===== src/rtl/synth_outdiv_pkg.sv =====
package synth_outdiv_pkg;

  typedef enum logic [2:0] {
    TSEL_SHIFT   = 3'b000,
    TSEL_HIGH    = 3'b001,
    TSEL_REF     = 3'b010,
    TSEL_LOOP    = 3'b011,
    TSEL_MAIN    = 3'b100,
    TSEL_LOW     = 3'b101,
    TSEL_BYPASS  = 3'b110,
    TSEL_QUARTER = 3'b111
  } tsel_e;

endpackage


===== src/rtl/outdiv_core.sv =====
module outdiv_core #(
  parameter int N_W = 2
) (
  input  logic           clk,
  input  logic           rst_n,
  input  logic           tick,
  input  logic [N_W-1:0] n_code,
  input  logic           out_en,
  output logic           clk_o,
  output logic           rise_o
);
  localparam int HALF_MAX = 1 << ((1 << N_W) - 1);
  localparam int CW       = (HALF_MAX > 1) ? $clog2(HALF_MAX) : 1;

  logic [CW-1:0]  cnt_q, cnt_d;
  logic           ph_q, ph_d;
  logic           en_q, en_d;
  logic [N_W-1:0] nact_q, nact_d;
  logic [CW-1:0]  half_m1;
  logic           wrap;

  assign half_m1 = CW'((32'd1 << nact_q) - 32'd1);
  assign wrap    = tick && (cnt_q == half_m1);

  always_comb begin
    cnt_d  = cnt_q;
    ph_d   = ph_q;
    en_d   = en_q;
    nact_d = nact_q;
    if (tick) begin
      if (wrap) begin
        cnt_d = '0;
        ph_d  = ~ph_q;
        if (!ph_q) begin
          en_d   = out_en;
          nact_d = n_code;
        end
      end else begin
        cnt_d = cnt_q + 1'b1;
      end
    end
  end

  always_ff @(posedge clk or negedge rst_n) begin
    if (!rst_n) begin
      cnt_q  <= '0;
      ph_q   <= 1'b0;
      en_q   <= 1'b0;
      nact_q <= '0;
    end else begin
      cnt_q  <= cnt_d;
      ph_q   <= ph_d;
      en_q   <= en_d;
      nact_q <= nact_d;
    end
  end

  assign clk_o  = ph_q & en_q;
  assign rise_o = wrap && !ph_q && out_en;
endmodule


===== src/rtl/loop_counter.sv =====
module loop_counter #(
  parameter int M_W = 9
) (
  input  logic           clk,
  input  logic           rst_n,
  input  logic           tick,
  input  logic [M_W-1:0] m_val,
  output logic           pulse_o
);
  logic [M_W-1:0] cnt_q, cnt_d;
  logic           pls_q, pls_d;
  logic [M_W-1:0] m_eff;

  assign m_eff = (m_val <= M_W'(1)) ? M_W'(1) : m_val;

  always_comb begin
    cnt_d = cnt_q;
    pls_d = pls_q;
    if (tick) begin
      if (cnt_q <= M_W'(1)) begin
        cnt_d = m_eff;
        pls_d = 1'b1;
      end else begin
        cnt_d = cnt_q - 1'b1;
        pls_d = 1'b0;
      end
    end
  end

  always_ff @(posedge clk or negedge rst_n) begin
    if (!rst_n) begin
      cnt_q <= '0;
      pls_q <= 1'b0;
    end else begin
      cnt_q <= cnt_d;
      pls_q <= pls_d;
    end
  end

  assign pulse_o = pls_q;
endmodule


===== src/rtl/ref_divider.sv =====
module ref_divider #(
  parameter int DIV_LOG2 = 3
) (
  input  logic clk,
  input  logic rst_n,
  input  logic tick,
  output logic div_o
);
  logic [DIV_LOG2-1:0] cnt_q, cnt_d;

  always_comb begin
    cnt_d = cnt_q;
    if (tick) cnt_d = cnt_q + 1'b1;
  end

  always_ff @(posedge clk or negedge rst_n) begin
    if (!rst_n) cnt_q <= '0;
    else        cnt_q <= cnt_d;
  end

  assign div_o = cnt_q[DIV_LOG2-1];
endmodule


===== src/rtl/synth_outdiv.sv =====
module synth_outdiv
  import synth_outdiv_pkg::*;
#(
  parameter int N_W       = 2,
  parameter int M_W       = 9,
  parameter int RDIV_LOG2 = 3
) (
  input  logic           clk,
  input  logic           rst_n,
  input  logic           vco_tick,
  input  logic           ref_tick,
  input  logic           byp_tick,
  input  logic [M_W-1:0] m_val,
  input  logic [N_W-1:0] n_code,
  input  logic [2:0]     t_code,
  input  logic           out_en,
  input  logic           shift_bit,
  output logic           clk_out,
  output logic           test_out
);
  localparam int QW = 2;

  logic [1:0]    rst_sync_q;
  logic          rst_q;
  logic          bypass;
  logic          src_tick;
  logic          main_rise;
  logic          loop_pulse;
  logic          ref_div;
  logic [QW-1:0] quart_q, quart_d;

  always_ff @(posedge clk or negedge rst_n) begin
    if (!rst_n) rst_sync_q <= 2'b00;
    else        rst_sync_q <= {rst_sync_q[0], 1'b1};
  end
  assign rst_q = rst_sync_q[1];

  assign bypass   = (tsel_e'(t_code) == TSEL_BYPASS);
  assign src_tick = bypass ? byp_tick : vco_tick;

  outdiv_core #(.N_W(N_W)) u_odiv (
    .clk    (clk),
    .rst_n  (rst_q),
    .tick   (src_tick),
    .n_code (n_code),
    .out_en (out_en),
    .clk_o  (clk_out),
    .rise_o (main_rise)
  );

  loop_counter #(.M_W(M_W)) u_loop (
    .clk     (clk),
    .rst_n   (rst_q),
    .tick    (src_tick),
    .m_val   (m_val),
    .pulse_o (loop_pulse)
  );

  ref_divider #(.DIV_LOG2(RDIV_LOG2)) u_ref (
    .clk   (clk),
    .rst_n (rst_q),
    .tick  (ref_tick),
    .div_o (ref_div)
  );

  always_comb begin
    quart_d = quart_q;
    if (main_rise) quart_d = quart_q + 1'b1;
  end

  always_ff @(posedge clk or negedge rst_q) begin
    if (!rst_q) quart_q <= '0;
    else        quart_q <= quart_d;
  end

  always_comb begin
    case (tsel_e'(t_code))
      TSEL_SHIFT:   test_out = shift_bit;
      TSEL_HIGH:    test_out = 1'b1;
      TSEL_REF:     test_out = ref_div;
      TSEL_LOOP:    test_out = loop_pulse;
      TSEL_MAIN:    test_out = clk_out;
      TSEL_LOW:     test_out = 1'b0;
      TSEL_BYPASS:  test_out = loop_pulse;
      default:      test_out = quart_q[QW-1];
    endcase
  end
endmodule


===== config.mk =====
export PLATFORM = sky130hd
export DESIGN_NAME = synth_outdiv
export DESIGN_NICKNAME = d
export VERILOG_FILES = /design/src/rtl/synth_outdiv_pkg.sv /design/src/rtl/outdiv_core.sv /design/src/rtl/loop_counter.sv /design/src/rtl/ref_divider.sv /design/src/rtl/synth_outdiv.sv
export SDC_FILE = /design/constraint.sdc
export NUM_CORES = 1
export LEC_CHECK = 0
export BUFFER_PORTS_ARGS = -buffer_cell sky130_fd_sc_hd__buf_4
export CAP_MARGIN = 15
export CORE_MARGIN = 2
export CORE_UTILIZATION = 40
export DETAILED_ROUTE_END_ITERATION = 8
export GPL_TIMING_DRIVEN = 0
export SLEW_MARGIN = 25
export SYNTH_ARGS = -nofsm -noshare
export SYNTH_HDL_FRONTEND = slang
export SYNTH_HIERARCHICAL = 1
export SYNTH_SLANG_ARGS = --single-unit

===== constraint.sdc =====
create_clock -name clk -period 1.2 [get_ports clk]
set_input_delay 0.12 -clock clk [delete_from_list [all_inputs] [get_ports clk]]
set_output_delay 0.12 -clock clk [all_outputs]
set_load 0.02 [all_outputs]

Word level (Yosys, flattened, before mapping) --
Index checks and enable logic that the tools add are counted.
Operators by class: magnitude comparators 2, add/sub/neg operators 5, reductions and logical operators 8, shifts and indexed selects 1, bitwise operators 2, equality and inequality tests 7, multiplexer cells 6
Operators with widths (number):
- $le A9 B1 Y1 const B | 2
- $mux W9 | 2
- $eq A3 B3 Y1 const B | 3
- $sub A9 B1 Y9 const B | 1
- $add A3 B1 Y3 const B | 2
- $eq A3 B2 Y1 const B | 2
- $pmux W1 S6 | 1
- $eq A3 B1 Y1 const B | 1
- $eq A3 B3 Y1 | 1
- $logic_and A1 B1 Y1 | 3
- $logic_not A3 Y1 | 1
- $mux W3 | 1
- $reduce_and A3 Y1 | 1
- $shl A1 B2 Y3 const A | 1
- $sub A3 B1 Y3 const B | 1
- $add A2 B1 Y2 const B | 1
- $mux W1 | 2
- $reduce_and A2 Y1 | 1
- $reduce_or A2 Y1 | 1
- $and A1 B1 Y1 | 1
- $logic_not A1 Y1 | 1
- $not A1 Y1 | 1
Storage, ports and cells: word-level logic and storage cells 40, input bits 21, bits in registers 24

Depth between registers and ports, before layout --
depth in word-level cells 6, depth in mapped cells 9

By module --
Netlist, hierarchy kept.
By module, submodules not included:
- loop_counter | area each 660.6 um2, cells each 69, seq. area each 250.2 um2, times used 1
- outdiv_core | area each 364.1 um2, cells each 30, seq. area each 175.2 um2, times used 1
- synth_outdiv | area each 210.2 um2, cells each 22, seq. area each 100.1 um2, times used 1
- ref_divider | area each 123.9 um2, cells each 8, seq. area each 75.1 um2, times used 1

Worst setup path before layout --
OpenSTA, ideal clock, no wires.
path type reg2reg, start point reg u_loop.cnt_q[0], end point reg u_loop.cnt_q[8], setup time 0.139 ns, period minus slack after synthesis 1.552 ns, slack -0.352 ns, stages on the path, launching flop included 7, data arrival time 1.413 ns, path buffers 0, cells stage by stage dfrtp_1 -> inv_1 -> ha_1 -> or3b_4 -> nor3b_2 -> o2bb2ai_1 -> a22oi_2
Between the ends: cells in the longest elaborated chain, start to end 2, elaborated cells on any way between the ends 3, those cells by class 1 x add/sub; 1 x order compare; 1 x mux
RTL lines:
- from (decl) | RTL line loop_counter.sv:10 | logic [M_W-1:0] cnt_q, cnt_d;
- from (signal assigned) | RTL line loop_counter.sv:35 | cnt_q <= cnt_d;
- $sub A9 B1 Y9 or $le A9 B1 Y1 (tied branches) | RTL line loop_counter.sv:24, loop_counter.sv:20
- $mux W9 * | RTL line loop_counter.sv:20 | if (cnt_q <= M_W'(1)) begin
Mark *: on every way between the ends. The rest lies on a longest branch, timed or not. A chain may end at the register's enable or synchronous reset.

Worst setup path in the final report --
Ends and elaborated chain as after synthesis.

==> flow_summary.ini <==
[die]
rows = 21
die-area_mm2 = 0.00388
initial_core_util = 0.410
die_x_um = 62.3
core-area_mm2 = 0.00331
ios = 23
die_h_um = 62.3

[clocking]
clockRootBuffer = clkbuf_4
clk_latency_ps = 300
htreeDepth = 1
cts_max_path_buffers = 2
cts.clk_slew.worst_paths_ps = 120
cts_tree = built
cts_sinks = 24
cts_buffers = 3

[yosys]
ys_top_cells_by_area = dfrtp_1, mux2_2, ha_1, nor2_1, o21ai_1
synth.cell_area_mm2 = 0.00136
synth_cells = 129
ys_seq_area_frac = 0.442
synth-edff-count = 0
ys_seq_elements = 24
async_reset_ff_frac = 1.00
synthFlopType = dfrtp_1
syn_avg_cell_area_um2 = 10.5
yosys.area.top_type_share = 0.442
yosysWarnings = 6
synth.distinct_cells = 46
yosysTopAreaCell = dfrtp_1
syn_nets = 154

[global_routing]
grt_pass1_vias = 1267
grt_pass1_wl_um = 5520
grt_remaining_overflow = 0
grt_max_degree = 23
antenna_found_initial = 0
grt_usage = 0.173

[power]
ir_drop_mv = 1.11
power_mw = 4.05
powerDensity_mw_per_mm2 = 1950
cellLeakagePower_nw = 0.895

[detailed_routing]
wl_met1_um = 1410
initialDrtViolationCount = 30
wl_met2_um = 1580
drt_pass1_iterations = 2
maxUsedRoutingLayer = met4
drt-total-wl_um = 3110
wire_per_inst_um = 13.7
via_count = 1170
drc = 0
detail-route-antenna-nets = 0
routed_via_density = 5.13
wl_met3_um = 98

[sta]
relSlewSlack = 0.431
drv_slew = 0
finalCritPeriodShare = 1.35
fmax_ghz = 0.618
setup_slack_ps = -418
whs_ps = 39.9
min_period_ps = 1620
setup_viol = 20
rsz0062_at_grt = yes
clock_skew_ps = 8.14
hold_viol_final = 0
worst_pin_slew_ps = 854

[place]
place_ws_ps = -560
dp_hpwl_um = 2090
io_buffers = 22
gp_congestion = 0.884

[final_layout]
syn_to_final_growth_pct = 52.9
n_antenna_cell = 0
finalNetCount = 209
drive_above_1_share = 0.549

[worst_setup_path]
arrival_ps = 1790
cpLargestDelayFamily = simple AND/OR/NAND/NOR gates
required_ps = 1370
cpMaxStageDelayCell = dfrtp_1
start_kind = flop
critPathBufInv = 1
worstSetupPathType = reg -> reg
cp_slowest_stage_delay_ps = 430
cp_max_fo = 3
endpoint_kind = flop
worstPathCellList = inv_2 -> ha_4 -> or3b_4 -> nor3b_4 -> o2bb2ai_2 -> a22oi_2

[run]
max_cap_violations = 0

[status]
outcome = finished with violations
violations = setup timing

[min_path]
min_path_type = in -> reg
-- cells by family after synthesis --
kind of cell / synth area share
AO/OA/AOI/OAI: 0.206
buffers and inverters: 0.0304
other: 0.00276
multiplexers: 0.0598
flip-flops: 0.442
AND/OR/NAND/NOR: 0.170
XOR/XNOR: 0.0516
adder cells (fa/ha/maj): 0.0368
-- cell type report --
class | instances | area [µm²]
fill | 276 | 1230
inverter | 8 | 30.0
tap | 46 | 57.6
buffer | 2 | 11.3
clock buffer | 3 | 22.5
sequential | 24 | 606
timing repair buffer | 49 | 395
multi-input combinational | 96 | 956
-- path summary, 6_finish.rpt --
kind,slack (ps),cells after the start,end,from
min,40,2,u_odiv/nact_q[0],n_code[0]
max,-420,6,u_loop/cnt_q[8],u_loop/cnt_q[0]
max reg2reg,-420,6,u_loop/cnt_q[8],u_loop/cnt_q[0]
min reg2reg,360,0,u_loop/cnt_q[7],rst_sync_q[1]
min in group asynchronous,120,2,rst_sync_q[1],rst_n
max in group asynchronous,260,0,u_odiv/cnt_q[2],rst_sync_q[1]
-- layout by cell type, fill, tap and decap left out, types with 3 or more instances in the layout --
master,n
nor2_1,7
nor2_4,3
xor2_1,3
xnor2_1,3
dfrtp_1,20
nor3_4,4
buf_6,6
o22ai_1,3
o21ai_2,3
clkbuf_4,3
o21ai_1,6
mux2_4,6
dfrtp_2,4
inv_1,6
nand2_1,6
and2_4,3
buf_4,42
-- cells in the mapped netlist (3+ instances only) --
| cell type | n |
|---|---|
| dfrtp_1 | 24 |
| nor2_1 | 10 |
| mux2_2 | 5 |
| o2bb2ai_1 | 4 |
| ha_1 | 4 |
| inv_1 | 8 |
| o21ai_1 | 7 |
| o22ai_1 | 3 |
| a21oi_1 | 3 |
| nor3_1 | 4 |
| nand2_1 | 7 |
| o21ai_0 | 3 |
| xnor2_1 | 4 |
| xor2_1 | 4 |
-- flip-flops by register name (all words and copies together), names as in the netlist --
signal          flops
quart_q             2
rst_sync_q          2
u_loop/cnt_q        9
u_loop/pulse_o      1
u_odiv/cnt_q        3
u_odiv/en_q         1
u_odiv/nact_q       2
u_odiv/ph_q         1
u_ref/cnt_q         3
-- metrics by stage --
stage | instances | TNS (ps) | cell area [µm²] | util
floorplan | 129 | -2950 | 1430 | -
global placement | 197 | -6960 | 1650 | 0.498
detailed placement | 197 | -7240 | 1650 | 0.498
CTS | 217 | -4730 | 1950 | 0.588
global route | 228 | -6790 | 2080 | 0.628
finish | 228 | -5390 | 2080 | 0.628
-- what timing repair did --
item,4_1_cts,5_1_grt
endpoints found under the setup margin,18,20
cloned,1,0
endpoints found under the hold margin,2,1
buffers inserted,15,10
pin swaps,24,8
resized for setup,35,10
hold buffers,1,1
-- worst register-to-register path: stages (launching register included) --
cell       delay, ps
dfrtp_1          430
inv_2             80
ha_4             130
or3b_4           420
nor3b_4          230
o2bb2ai_2        130
a22oi_2           60
-- metal layers --
metal / vias to the layer above / global-route usage
met4: 0 / 0.0361
met3: 4 / 0.0417
met5: - / 0
met1: 565 / 0.212
li1: 585 / -
met2: 16 / 0.311
-- power breakdown --
group	leakage, nW	internal, mW	switching [mW]	total [mW]
Combinational	0.600	1.20	0.907	2.11
Sequential	0.282	1.16	0.453	1.61
Clock	0.0138	0.117	0.211	0.328
Note: power is estimated with default switching activity, not from simulation.
